## config.mk

```make
export PLATFORM = sky130hd
export DESIGN_NAME = jitter_smoother
export DESIGN_NICKNAME = d
export VERILOG_FILES = /design/src/rtl/jsm_pkg.sv /design/src/rtl/jsm_store.sv /design/src/rtl/jsm_pacer.sv /design/src/rtl/jsm_steer.sv /design/src/rtl/jitter_smoother.sv
export SDC_FILE = /design/constraint.sdc
export NUM_CORES = 1
export LEC_CHECK = 0
export BUFFER_PORTS_ARGS = -buffer_cell sky130_fd_sc_hd__clkbuf_2
export CAP_MARGIN = 5
export CORE_MARGIN = 2
export CORE_UTILIZATION = 60
export CTS_CLUSTER_SIZE = 12
export DETAILED_ROUTE_END_ITERATION = 8
export GPL_ROUTABILITY_DRIVEN = 0
export PLACE_DENSITY = 0.86
export SLEW_MARGIN = 20
export SYNTH_ARGS = -nofsm -noshare
export SYNTH_HDL_FRONTEND = slang
export SYNTH_HIERARCHICAL = 1
export SYNTH_SLANG_ARGS = --single-unit
```

## constraint.sdc

```tcl
create_clock -name clk -period 13.16 [get_ports clk]
set_clock_uncertainty 0.15 [all_clocks]
set_input_delay 2.632 -clock clk [delete_from_list [all_inputs] [get_ports clk]]
set_output_delay 2.632 -clock clk [all_outputs]
set_load 0.05 [all_outputs]
```

## src/rtl/jsm_pkg.sv

```systemverilog
package jsm_pkg;

    localparam int unsigned DEEP_BITS    = 128;
    localparam int unsigned SHALLOW_BITS = 32;
    localparam int unsigned DEEP_SPAN    = 120;
    localparam int unsigned SHALLOW_SPAN = 28;
    localparam int unsigned NOM_DIV      = 16;

    localparam int unsigned FILL_W = $clog2(DEEP_BITS) + 1;
    localparam int unsigned ADDR_W = $clog2(DEEP_BITS);
    localparam int unsigned DIV_W  = $clog2(NOM_DIV + 2);

    typedef logic [FILL_W-1:0] fill_t;

    typedef enum logic [1:0] {
        PACE_NOM  = 2'd0,
        PACE_FAST = 2'd1,
        PACE_SLOW = 2'd2
    } pace_e;

    typedef struct packed {
        fill_t depth;
        fill_t half;
        fill_t hi;
        fill_t lo;
    } marks_t;

    function automatic marks_t marks_for(logic deep);
        marks_t m;
        int unsigned bits;
        int unsigned span;
        bits    = deep ? DEEP_BITS : SHALLOW_BITS;
        span    = deep ? DEEP_SPAN : SHALLOW_SPAN;
        m.depth = fill_t'(bits);
        m.half  = fill_t'(bits / 2);
        m.hi    = fill_t'(bits / 2 + span / 2);
        m.lo    = fill_t'(bits / 2 - span / 2);
        return m;
    endfunction

    function automatic pace_e pace_pick(fill_t lvl, marks_t m);
        if (lvl > m.hi) return PACE_FAST;
        if (lvl < m.lo) return PACE_SLOW;
        return PACE_NOM;
    endfunction

    function automatic logic [DIV_W-1:0] pace_div(pace_e p);
        case (p)
            PACE_FAST: return DIV_W'(NOM_DIV - 1);
            PACE_SLOW: return DIV_W'(NOM_DIV + 1);
            default:   return DIV_W'(NOM_DIV);
        endcase
    endfunction

endpackage

```

## src/rtl/jsm_store.sv

```systemverilog
module jsm_store
    import jsm_pkg::*;
(
    input  logic  clk,
    input  logic  rst,
    input  logic  flush,
    input  logic  wr_req,
    input  logic  wr_bit,
    input  logic  rd_req,
    input  fill_t depth,
    output fill_t fill,
    output logic  out_bit,
    output logic  wr_drop,
    output logic  rd_starved
);
    logic [DEEP_BITS-1:0] cells;
    fill_t wr_cnt;
    fill_t rd_cnt;
    logic  wr_go;
    logic  rd_go;

    assign fill       = wr_cnt - rd_cnt;
    assign wr_go      = wr_req && !flush && (fill < depth);
    assign wr_drop    = wr_req && !flush && (fill >= depth);
    assign rd_go      = rd_req && (fill != '0);
    assign rd_starved = rd_req && (fill == '0);

    always_ff @(posedge clk) begin
        if (rst || flush) begin
            wr_cnt <= '0;
            rd_cnt <= '0;
        end else begin
            if (wr_go) wr_cnt <= wr_cnt + fill_t'(1);
            if (rd_go) rd_cnt <= rd_cnt + fill_t'(1);
        end
    end

    always_ff @(posedge clk) begin
        if (wr_go) cells[wr_cnt[ADDR_W-1:0]] <= wr_bit;
    end

    always_ff @(posedge clk) begin
        if (rst)        out_bit <= 1'b0;
        else if (rd_go) out_bit <= cells[rd_cnt[ADDR_W-1:0]];
    end

    AST_NO_OVERFLOW: assert property (@(posedge clk) disable iff (rst)
        !flush |-> fill <= depth);

    AST_WRITE_KEPT: assert property (@(posedge clk) disable iff (rst)
        (wr_req && !flush && (fill < depth) && !rd_req) |=> fill == $past(fill) + fill_t'(1));

endmodule

```

## src/rtl/jsm_pacer.sv

```systemverilog
module jsm_pacer
    import jsm_pkg::*;
(
    input  logic  clk,
    input  logic  rst,
    input  pace_e pace,
    output logic  tick
);
    logic [DIV_W-1:0] cnt;

    assign tick = (cnt == '0);

    always_ff @(posedge clk) begin
        if (rst)       cnt <= DIV_W'(NOM_DIV - 1);
        else if (tick) cnt <= pace_div(pace) - DIV_W'(1);
        else           cnt <= cnt - DIV_W'(1);
    end

    AST_RELOAD_RANGE: assert property (@(posedge clk) disable iff (rst)
        tick |=> (cnt >= DIV_W'(NOM_DIV - 2)) && (cnt <= DIV_W'(NOM_DIV)));

    AST_NOM_RELOAD: assert property (@(posedge clk) disable iff (rst)
        (tick && pace == PACE_NOM) |=> cnt == DIV_W'(NOM_DIV - 1));

endmodule

```

## src/rtl/jsm_steer.sv

```systemverilog
module jsm_steer
    import jsm_pkg::*;
(
    input  logic   clk,
    input  logic   rst,
    input  logic   active,
    input  logic   tick,
    input  logic   clr,
    input  fill_t  fill,
    input  marks_t marks,
    output pace_e  pace,
    output logic   trip
);
    assign pace = active ? pace_pick(fill, marks) : PACE_NOM;

    always_ff @(posedge clk) begin
        if (rst)                           trip <= 1'b0;
        else if (tick && pace != PACE_NOM) trip <= 1'b1;
        else if (clr)                      trip <= 1'b0;
    end

    AST_TRIP_SET: assert property (@(posedge clk) disable iff (rst)
        (tick && pace != PACE_NOM) |=> trip);

    AST_TRIP_HOLD: assert property (@(posedge clk) disable iff (rst)
        (trip && !clr) |=> trip);

    AST_TRIP_CLEAR: assert property (@(posedge clk) disable iff (rst)
        (clr && !(tick && pace != PACE_NOM)) |=> !trip);

endmodule

```

## src/rtl/jitter_smoother.sv

```systemverilog
module jitter_smoother
    import jsm_pkg::*;
(
    input  logic clk,
    input  logic rst,
    input  logic wr_stb,
    input  logic wr_bit,
    input  logic deep_sel,
    input  logic bypass,
    input  logic flag_clr,
    output logic rd_stb,
    output logic rd_bit,
    output logic trip,
    output logic ovf,
    output logic udf
);
    marks_t marks;
    fill_t  fill;
    fill_t  half_lvl;
    pace_e  pace;
    logic   deep_q;
    logic   flush;
    logic   running;
    logic   tick;
    logic   rd_req;
    logic   rd_stb_q;
    logic   q_bit;
    logic   wr_drop;
    logic   starved;

    assign marks    = marks_for(deep_sel);
    assign half_lvl = marks.half;
    assign flush    = bypass || (deep_sel != deep_q);
    assign rd_req   = tick && running && !flush;

    always_ff @(posedge clk) begin
        if (rst) deep_q <= deep_sel;
        else     deep_q <= deep_sel;
    end

    always_ff @(posedge clk) begin
        if (rst || flush)          running <= 1'b0;
        else if (fill >= half_lvl) running <= 1'b1;
    end

    always_ff @(posedge clk) begin
        if (rst) rd_stb_q <= 1'b0;
        else     rd_stb_q <= rd_req;
    end

    always_ff @(posedge clk) begin
        if (rst) begin
            ovf <= 1'b0;
            udf <= 1'b0;
        end else begin
            if (wr_drop)       ovf <= 1'b1;
            else if (flag_clr) ovf <= 1'b0;
            if (starved)       udf <= 1'b1;
            else if (flag_clr) udf <= 1'b0;
        end
    end

    jsm_store u_store (
        .clk        (clk),
        .rst        (rst),
        .flush      (flush),
        .wr_req     (wr_stb),
        .wr_bit     (wr_bit),
        .rd_req     (rd_req),
        .depth      (marks.depth),
        .fill       (fill),
        .out_bit    (q_bit),
        .wr_drop    (wr_drop),
        .rd_starved (starved)
    );

    jsm_pacer u_pacer (
        .clk  (clk),
        .rst  (rst),
        .pace (pace),
        .tick (tick)
    );

    jsm_steer u_steer (
        .clk    (clk),
        .rst    (rst),
        .active (running && !flush),
        .tick   (tick),
        .clr    (flag_clr),
        .fill   (fill),
        .marks  (marks),
        .pace   (pace),
        .trip   (trip)
    );

    assign rd_stb = bypass ? wr_stb : rd_stb_q;
    assign rd_bit = bypass ? wr_bit : q_bit;

    AST_CENTER_START: assert property (@(posedge clk) disable iff (rst)
        $rose(running) |-> $past(fill) == $past(half_lvl));

    AST_STARVE_HOLD: assert property (@(posedge clk) disable iff (rst)
        (rd_req && fill == '0) |=> (q_bit == $past(q_bit)) && udf);

endmodule

```

==> results of run 1 <==
## final cells by class
type / count / area share [%]
Sequential cell: 156 / 50.2
Tap cell: 176 / 2.51
Clock buffer: 21 / 5.02
Clock inverter: 9 / 0.585
Multi-Input combinational cell: 472 / 38.7
Timing Repair Buffer: 15 / 0.970
Inverter: 46 / 1.97
## power groups by stage
stage               clock network [mW]  registers (mW)  logic [mW]
floorplan                            0           0.546      0.0147
global placement                     0           0.546      0.0236
detailed placement                   0           0.546      0.0254
CTS                              0.420           0.536      0.0258
global route                     0.442           0.536      0.0294
finish                           0.414           0.536      0.0262
## kinds of logic after synthesis
| kind of cell | after synthesis |
|---|---|
| AO/OA/AOI/OAI | 81 |
| XOR/XNOR | 11 |
| multiplexers | 43 |
| flip-flops | 156 |
| buffers and inverters | 74 |
| adder cells (fa/ha/maj) | 38 |
| other | 2 |
| AND/OR/NAND/NOR | 282 |
## cell usage after synthesis (11+ instances only)
cell type,n,area (sq um)
a21oi_1,21,105
nor3_1,11,55.1
nor2b_1,16,100
dfxtp_1,28,561
nor2_1,161,604
nand2_1,28,105
ha_1,37,463
nand3_1,18,90.1
mux4_2,31,698
inv_1,45,169
clkbuf_1,16,60.1
edfxtp_1,128,3840
## state kept, by name, indices dropped and copies added (netlist names), 5 cells and up
register,count
u_pacer/cnt,5
u_store/cells,128
u_store/rd_cnt,8
u_store/wr_cnt,8
## per-layer routing
metal	track usage (%)	vias up	part of all wire [%]	routed length, um
li1	-	2525	-	-
met1	30.2	2729	38	6580
met2	43.8	275	50	8600
met3	7.27	49	8.0	1360
met4	10.7	0	3.3	563
met5	0	-	0	0
## through the flow
step	cell area [sq um]	cells	util [%]	setup slack [ns]	total power, mW
floorplan	8110	702	-	7.31	0.561
global placement	8280	865	62.8	6.67	0.569
detailed placement	8280	865	62.8	6.60	0.571
global route	8770	895	66.5	6.49	1.01
CTS	8770	895	66.5	6.59	0.981
finish	8770	895	66.5	6.59	0.976
## final timing paths
kind / slack (ns) / cells past startpoint / endpoint
hold / removal: 0.34 / 2 / rd_stb_q$_SDFF_PP0_
setup / recovery: 6.59 / 4 / rd_bit
setup reg to reg: 7.51 / 14 / u_store/cells[90]$_DFFE_PP_
hold reg to reg: 0.34 / 2 / rd_stb_q$_SDFF_PP0_
## critical path: cells and delay by family
family | cells | cell delay [ns]
buffers and inverters | 3 | 0.84
muxes | 1 | 0.28
==> impl_metrics.yaml, run 1 <==
critical_path:
  critPathMaxFanout: 70
  cpMaxStageDelayCell: "buf_4"
  worstSetupPathType: "in2out"
  r2r-start: "u_store/rd_cnt[3]$_SDFFE_PP0P_"
  end_kind: "output pin"
  critical_path_arrival_ns: 3.79
  path_cells: "buf_2, buf_4, mux2_2, clkbuf_2"
  worstSetupStartpointType: "input pin"
  worst-endpoint-required_ns: 10.38
  critPathMaxStageDelay_ns: 0.49
  worstSetupStartpoint: "wr_bit"
logic_synthesis:
  ys.flop_type: "edfxtp_1"
  ys_seq_area_share_pct: 54.7
  synth_simple_gate_area_share_pct: 16.3
  synth_edf_count: 128
  ys_seq_elements: 156
  muxShareOfSynthArea_pct: 10.3
  ys_async_sr_fraction_pct: 0
  yosysWarnings: 6
  yosys.area_share.adder_pct: 5.99
  synth_cell_types: 72
  synth.avg_cell_area_sq_um: 11.7
  synth-xor-area-share_pct: 1.20
  synth_compound_area_share_pct: 7.55
  synth_top_family_by_area: "simple AND/OR/NAND/NOR gates"
  synthCells: 687
  synth_area_sq_um: 8060
clock_network:
  cts-root-buf: "clkbuf_16"
  clkSinkCount: 156
  insertion_delay_ns: 0.42
  clkTransAtPathRegs_ns: 0.05
  post_cts_resized: 0
  cts_hold_buf: 0
  tritoncts: "yes"
  clockBufferDepth: 2
  post_cts_buffers: 0
  htreeDepth: 4
  cts_buffers: 17
detailed_routing:
  wl_um: 17100
  routedWlPerCell_um: 19.1
  drt-initial-drc-count: 579
  vias_per_cell: 6.23
  vias: 5578
  dr.pass1.iters: 5
  drc: 0
  final_antenna_net_count: 0
die:
  die_x_um: 120
  ios: 12
  rows: 42
  core_area_sq_um: 13200
  die_h_um: 120
  die_area_sq_um: 14400
  initial_core_util_pct: 61.1
sta:
  holdWs_ns: 0.336
  report.final.slew_viol_count: 0
  setup_viol_count_final: 0
  period_share_pct: 49.9
  max_freq_mhz: 152
  worst_pin_slew_ns: 1.08
  finalSetupTns_ns: 0
  hold_viol: 0
  grt_setup_unrepaired: "false"
  period_minus_slack_ns: 6.57
  relSlewSlack_pct: 28.0
global_route:
  grt_remaining_overflow: 0
  track_usage_pct: 25.5
  grt_max_degree: 71
  grt_pass1_wl_um: 27800
  antenna_found_initial: 0
  grt_pass1_vias: 5660
final_layout:
  final_common_cell: "nor2_1"
  num_antenna_cells: 0
  layout.area.seq_sq_um: 4410
  final_cell_mix: "nor2_1, edfxtp_1, inv_1"
  drive_gt1_share_pct: 14.0
  multi_input_area_sq_um: 3390
  area_growth_pct: 8.85
  fill_cells: 915
  fin_nets: 753
power_and_ir_drop:
  pwr-share-seq_pct: 54.9
  p_int_mw: 0.778
  vdd_ir_drop_max_v: 0.000114
  powerDensity_nw_per_um2: 111
  combPwrFrac_pct: 2.7
  p_leak_nw: 3.03
  netSwitchingFraction_pct: 20.3
  power.switching_mw: 0.198
  clockPowerShare_pct: 42.4
placed_design:
  port_buffers: 11
  place_hpwl_um: 10900
min_path:
  min-delay-start: "running$_SDFFE_PP0P_"
  hp-class: "reg2reg"
run:
  maxCapViolCount: 0
outcome:
  status: "completed"
Power figures use the tool's default switching activity.
==> run 2, diff against run 1 <==
==> constraint.sdc (replaced) <==
create_clock -name clk -period 6.5 [get_ports clk]
set_clock_uncertainty 0.15 [all_clocks]
set_input_delay 1.3 -clock clk [delete_from_list [all_inputs] [get_ports clk]]
set_output_delay 1.3 -clock clk [all_outputs]
set_load 0.05 [all_outputs]
==> run 2 against run 1 <==
Global-route usage increased by 0.40 points. Via count increased by 0.22%. Sequential power increased by 100%. Count of clock-buffer cells in the layout decreased by 2. Sequential share of layout area decreased by 0.64 points. Wire length increased by 2.3%. Largest cell class unchanged. Clock power increased by 140%.
==> impl_metrics.yaml, run 2 (synthesis results as in run 1) <==
final_layout:
  num_antenna_cells: 0
  final_common_cell: "nor2_1"
  largest_reg_flops: 128
  area_growth_pct: 10.3
  fin_nets: 754
  drive_gt1_share_pct: 15.0
  fill_cells: 929
  layout.area.seq_sq_um: 4410
  final_cell_mix: "nor2_1, edfxtp_1, inv_1"
  multi_input_area_sq_um: 3390
  stdcell_area_sq_um: 8880
run:
  maxCapViolCount: 0
power_and_ir_drop:
  power.switching_mw: 0.440
  p_int_mw: 1.70
  clockPowerShare_pct: 46.9
  combPwrFrac_pct: 2.5
  vdd_ir_drop_max_v: 0.000182
  powerDensity_nw_per_um2: 241
  netSwitchingFraction_pct: 20.5
  pwr-share-seq_pct: 50.6
  power.total_mw: 2.14
  p_leak_nw: 3.10
critical_path:
  worstSetupStartpoint: "u_store/rd_cnt[2]$_SDFFE_PP0P_"
  critical_path_arrival_ns: 4.97
  worst-endpoint-required_ns: 6.46
  end_kind: "register"
  worstSetupStartpointType: "register"
  critPathCapture: "u_store/cells[98]$_DFFE_PP_"
  critPathMaxFanout: 16
  worstReg2RegEnd: "u_store/cells[98]$_DFFE_PP_"
  r2r-start: "u_store/rd_cnt[2]$_SDFFE_PP0P_"
  rr_worst_depth: 14
  worstSetupPathType: "reg2reg"
  worst-r2r-setup-slack_ns: 1.48
die:
  rows: 42
  die_x_um: 120
  die_area_sq_um: 14400
  initial_core_util_pct: 61.1
  ios: 12
  die_h_um: 120
  core_area_sq_um: 13200
placed_design:
  port_buffers: 11
  place_hpwl_um: 11000
  place_area_sq_um: 8290
detailed_routing:
  final_antenna_net_count: 0
  drc: 0
  dr.pass1.iters: 5
  wl_um: 17500
  vias_per_cell: 6.22
  vias: 5590
  routedWlPerCell_um: 19.5
  drt-initial-drc-count: 541
clock_network:
  cts-root-buf: "clkbuf_16"
  post_cts_resized: 0
  htreeDepth: 4
  insertion_delay_ns: 0.42
  clockBufferDepth: 2
  clkSinkCount: 156
  tritoncts: "yes"
  cts_buffers: 17
  post_cts_buffers: 0
  cts_hold_buf: 0
  clkTransAtPathRegs_ns: 0.06
global_route:
  grt_remaining_overflow: 0
  grt_max_degree: 127
  grt_pass1_vias: 5663
  grt_pass1_wl_um: 28300
  antenna_found_initial: 0
  track_usage_pct: 25.9
sta:
  worst_pin_slew_ns: 1.08
  setup_viol_count_final: 0
  hold_viol: 0
  grt_setup_unrepaired: "false"
  finalSetupTns_ns: 0
  period_minus_slack_ns: 5.02
  period_share_pct: 77.2
  relSlewSlack_pct: 28.0
  max_freq_mhz: 199
  report.final.slew_viol_count: 0
min_path:
  hp-class: "reg2reg"
outcome:
  status: "completed"
run 2: changes by cell type in the layout (fill, tap and decap cells not counted):
cell	before	now
bufinv_16	0	3
clkinv_1	3	1
clkbuf_1	4	2
clkinvlp_4	4	1
buf_4	4	5
inv_6	0	3
clkinv_4	0	3
run 2: worst min path at each step:
stage	start	cells after the start	to
after floorplan	running$_SDFFE_PP0P_	2	rd_stb_q$_SDFF_PP0_
after global routing	ovf$_SDFFE_PP0P_	2	ovf$_SDFFE_PP0P_
after CTS	u_store/rd_cnt[7]$_SDFFE_PP0P_	2	u_store/rd_cnt[7]$_SDFFE_PP0P_
final	u_store/rd_cnt[7]$_SDFFE_PP0P_	2	u_store/rd_cnt[7]$_SDFFE_PP0P_
after global placement	ovf$_SDFFE_PP0P_	2	ovf$_SDFFE_PP0P_
after detailed placement	u_store/rd_cnt[7]$_SDFFE_PP0P_	2	u_store/rd_cnt[7]$_SDFFE_PP0P_
run 2: area by class of cell:
cell class	instances	share of cell area (%)
Timing Repair Buffer	16	1.04
Clock buffer	19	4.87
Sequential cell	156	49.6
Inverter	46	1.94
Tap cell	176	2.48
Multi-Input combinational cell	472	38.2
Clock inverter	13	1.85
run 2: through the flow:
step	hold WS (ns)	util [%]	setup WS, ns	std cells
6_report	0.350	67.3	1.48	898
5_1_grt	0.397	67.3	1.03	898
4_1_cts	0.349	67.3	1.54	898
3_5_place_dp	0.337	62.8	1.65	866
3_3_place_gp	0.316	62.8	1.83	866
2_1_floorplan	0.302	-	1.89	702
run 2: critical path, stage by stage, from the launching register on:
cell,delay (ns)
dfxtp_1,0.67
inv_1,0.20
ha_1,0.43
a21oi_1,0.11
a21boi_0,0.31
o211ai_1,0.14
and3_1,0.23
ha_1,0.33
a21o_1,0.16
a21o_1,0.19
a221oi_2,0.38
nand2_1,0.19
nor2_1,0.21
nand3_1,0.63
nor2_1,0.38
run 2: power by group through the flow:
stage | registers, mW | clock network [mW] | logic, mW
final | 1.08 | 1.01 | 0.0538
after global routing | 1.08 | 1.05 | 0.0603
after CTS | 1.08 | 1.01 | 0.0524
after detailed placement | 1.11 | 0 | 0.0519
after global placement | 1.11 | 0 | 0.0481
after floorplan | 1.11 | 0 | 0.0298
run 2: layer usage:
| layer | track usage [%] | wire, um | vias to the layer above |
|---|---|---|---|
| met2 | 42.4 | 8690 | 256 |
| met1 | 32.9 | 7050 | 2761 |
| met5 | 0 | 0 | - |
| met4 | 10.9 | 389 | 0 |
| li1 | - | - | 2529 |
| met3 | 6.80 | 1370 | 44 |
==> run 3, diff against run 2 <==
==> constraint.sdc (replaced) <==
create_clock -name clk -period 4.8 [get_ports clk]
set_clock_uncertainty 0.15 [all_clocks]
set_input_delay 0.96 -clock clk [delete_from_list [all_inputs] [get_ports clk]]
set_output_delay 0.96 -clock clk [all_outputs]
set_load 0.05 [all_outputs]
==> run 3 against run 2 <==
Critical path type unchanged. Register-to-register slack got worse by 1.2 ns. Largest power group unchanged. Die area unchanged. Count of clock-buffer cells in the layout fell by 1. Clock power up 45%. Design area is 1.4% higher. Fmax grew 11%. First-iteration DRC count is 2.2% higher. Critical path depth down 2. Largest cell class unchanged.
==> impl_metrics.yaml, run 3 (synthesis results as in run 1) <==
power_and_ir_drop:
  clockPowerShare_pct: 48.6
  p_leak_nw: 3.15
  vdd_ir_drop_max_v: 0.000368
  p_int_mw: 2.41
  powerDensity_nw_per_um2: 333
  combPwrFrac_pct: 2.4
  netSwitchingFraction_pct: 19.5
  power.total_mw: 3.00
  power.switching_mw: 0.585
  pwr-share-seq_pct: 49.0
detailed_routing:
  final_antenna_net_count: 0
  dr.pass1.iters: 5
  drt-initial-drc-count: 553
  vias: 5599
  drc: 0
  routedWlPerCell_um: 19.1
  vias_per_cell: 6.18
  wl_um: 17300
final_layout:
  num_antenna_cells: 0
  final_common_cell: "nor2_1"
  largest_reg_flops: 128
  stdcell_area_sq_um: 9000
  drive_gt1_share_pct: 16.2
  area_growth_pct: 11.7
  final_cell_mix: "nor2_1, edfxtp_1, inv_1"
  final_cells: 906
  fin_nets: 762
critical_path:
  critPathMaxStageDelay_ns: 0.79
  cpMaxStageDelayCell: "or4_1"
  path_cells: "ha_1, a21o_1, a21oi_1, nand3b_1, and3_1, ha_1, a21o_1, a21o_1, a221oi_2, nand2_1, or4_1, nor2_1"
  critPathMaxFanout: 16
  critical_path.top_delay_family: "simple AND/OR/NAND/NOR gates"
  crit_buf_inv: 0
  critical_path_arrival_ns: 4.49
  worst_path_most_repeated_cell: "a21o_1"
  worstSetupPathType: "reg2reg"
  end_kind: "register"
  worst-endpoint-required_ns: 4.78
  worstSetupStartpointType: "register"
sta:
  setup_slack_ns: 0.287
  setup_viol_count_final: 0
  grt_setup_unrepaired: "false"
  period_share_pct: 94.0
  hold_viol: 0
  period_minus_slack_ns: 4.51
  worst_pin_slew_ns: 0.780
  max_freq_mhz: 222
  report.final.slew_viol_count: 0
  finalSetupTns_ns: 0
  relSlewSlack_pct: 47.9
outcome:
  status: "completed"
run:
  maxCapViolCount: 0
die:
  core_area_sq_um: 13200
  die_x_um: 120
  ios: 12
  die_area_sq_um: 14400
  rows: 42
  initial_core_util_pct: 61.1
  die_h_um: 120
clock_network:
  cts-root-buf: "clkbuf_16"
  tritoncts: "yes"
  insertion_delay_ns: 0.43
  clkTransAtPathRegs_ns: 0.06
  clkSinkCount: 156
  clockBufferDepth: 2
  cts_buffers: 17
  htreeDepth: 4
placed_design:
  place_hpwl_um: 11000
  detailedPlace.worstSlack_ns: 0.220
  place_area_sq_um: 8350
  port_buffers: 11
  dp_cells: 874
global_route:
  grt_remaining_overflow: 0
  track_usage_pct: 25.6
  grt_pass1_wl_um: 28100
  grt_max_degree: 85
  grt_pass1_vias: 5613
  antenna_found_initial: 1
min_path:
  hp-class: "reg2reg"
[run 3: what timing repair did]
action	4_1_cts	5_1_grt
buffers inserted	0	0
resized for setup	0	2
hold buffers	0	0
setup endpoints to repair	0	28
[run 3: cell type report]
cell class / instances / area [sq um]
sequential: 156 / 4410
fill: 897 / 4190
clock buffer: 18 / 429
tap: 176 / 220
multi-input combinational: 472 / 3400
inverter: 46 / 173
timing repair buffer: 24 / 153
clock inverter: 14 / 216
[run 3: layer usage]
| layer | vias to the layer above | part of all wire [%] | track usage, % |
|---|---|---|---|
| met4 | 0 | 2.3 | 9.71 |
| li1 | 2543 | - | - |
| met1 | 2754 | 39 | 32.0 |
| met3 | 36 | 8.2 | 6.75 |
| met2 | 266 | 50 | 43.2 |
| met5 | - | 0 | 0 |
[run 3: final timing paths]
check,to,from,cells past startpoint,slack [ns]
max,u_store/cells[25]$_DFFE_PP_,u_store/wr_cnt[3]$_SDFFE_PP0P_,12,0.29
min,rd_stb_q$_SDFF_PP0_,running$_SDFFE_PP0P_,2,0.35
max reg2reg,u_store/cells[25]$_DFFE_PP_,u_store/wr_cnt[3]$_SDFFE_PP0P_,12,0.29
min reg2reg,rd_stb_q$_SDFF_PP0_,running$_SDFFE_PP0P_,2,0.35
[run 3: power groups by stage]
| stage | Clock, mW | Combinational, mW | Sequential (mW) |
|---|---|---|---|
| after detailed placement | 0 | 0.0703 | 1.50 |
| after global placement | 0 | 0.0655 | 1.50 |
| after global routing | 1.52 | 0.0817 | 1.47 |
| after floorplan | 0 | 0.0404 | 1.50 |
| after CTS | 1.47 | 0.0706 | 1.47 |
| final | 1.46 | 0.0720 | 1.47 |
[run 3: stage by stage]
stage          util [%]  hold slack (ns)
2_1_floorplan         -            0.302
3_3_place_gp       63.3            0.315
3_5_place_dp       63.3            0.337
4_1_cts            68.2            0.347
5_1_grt            68.3            0.377
6_report           68.3            0.349
[run 3: worst reg2reg max path: cells and delay by family, from the launching register on]
family	cells	cell delay [ns]
flops	1	0.51
simple gates	5	1.69
compound gates	5	1.18
fa+ha+maj	2	0.69
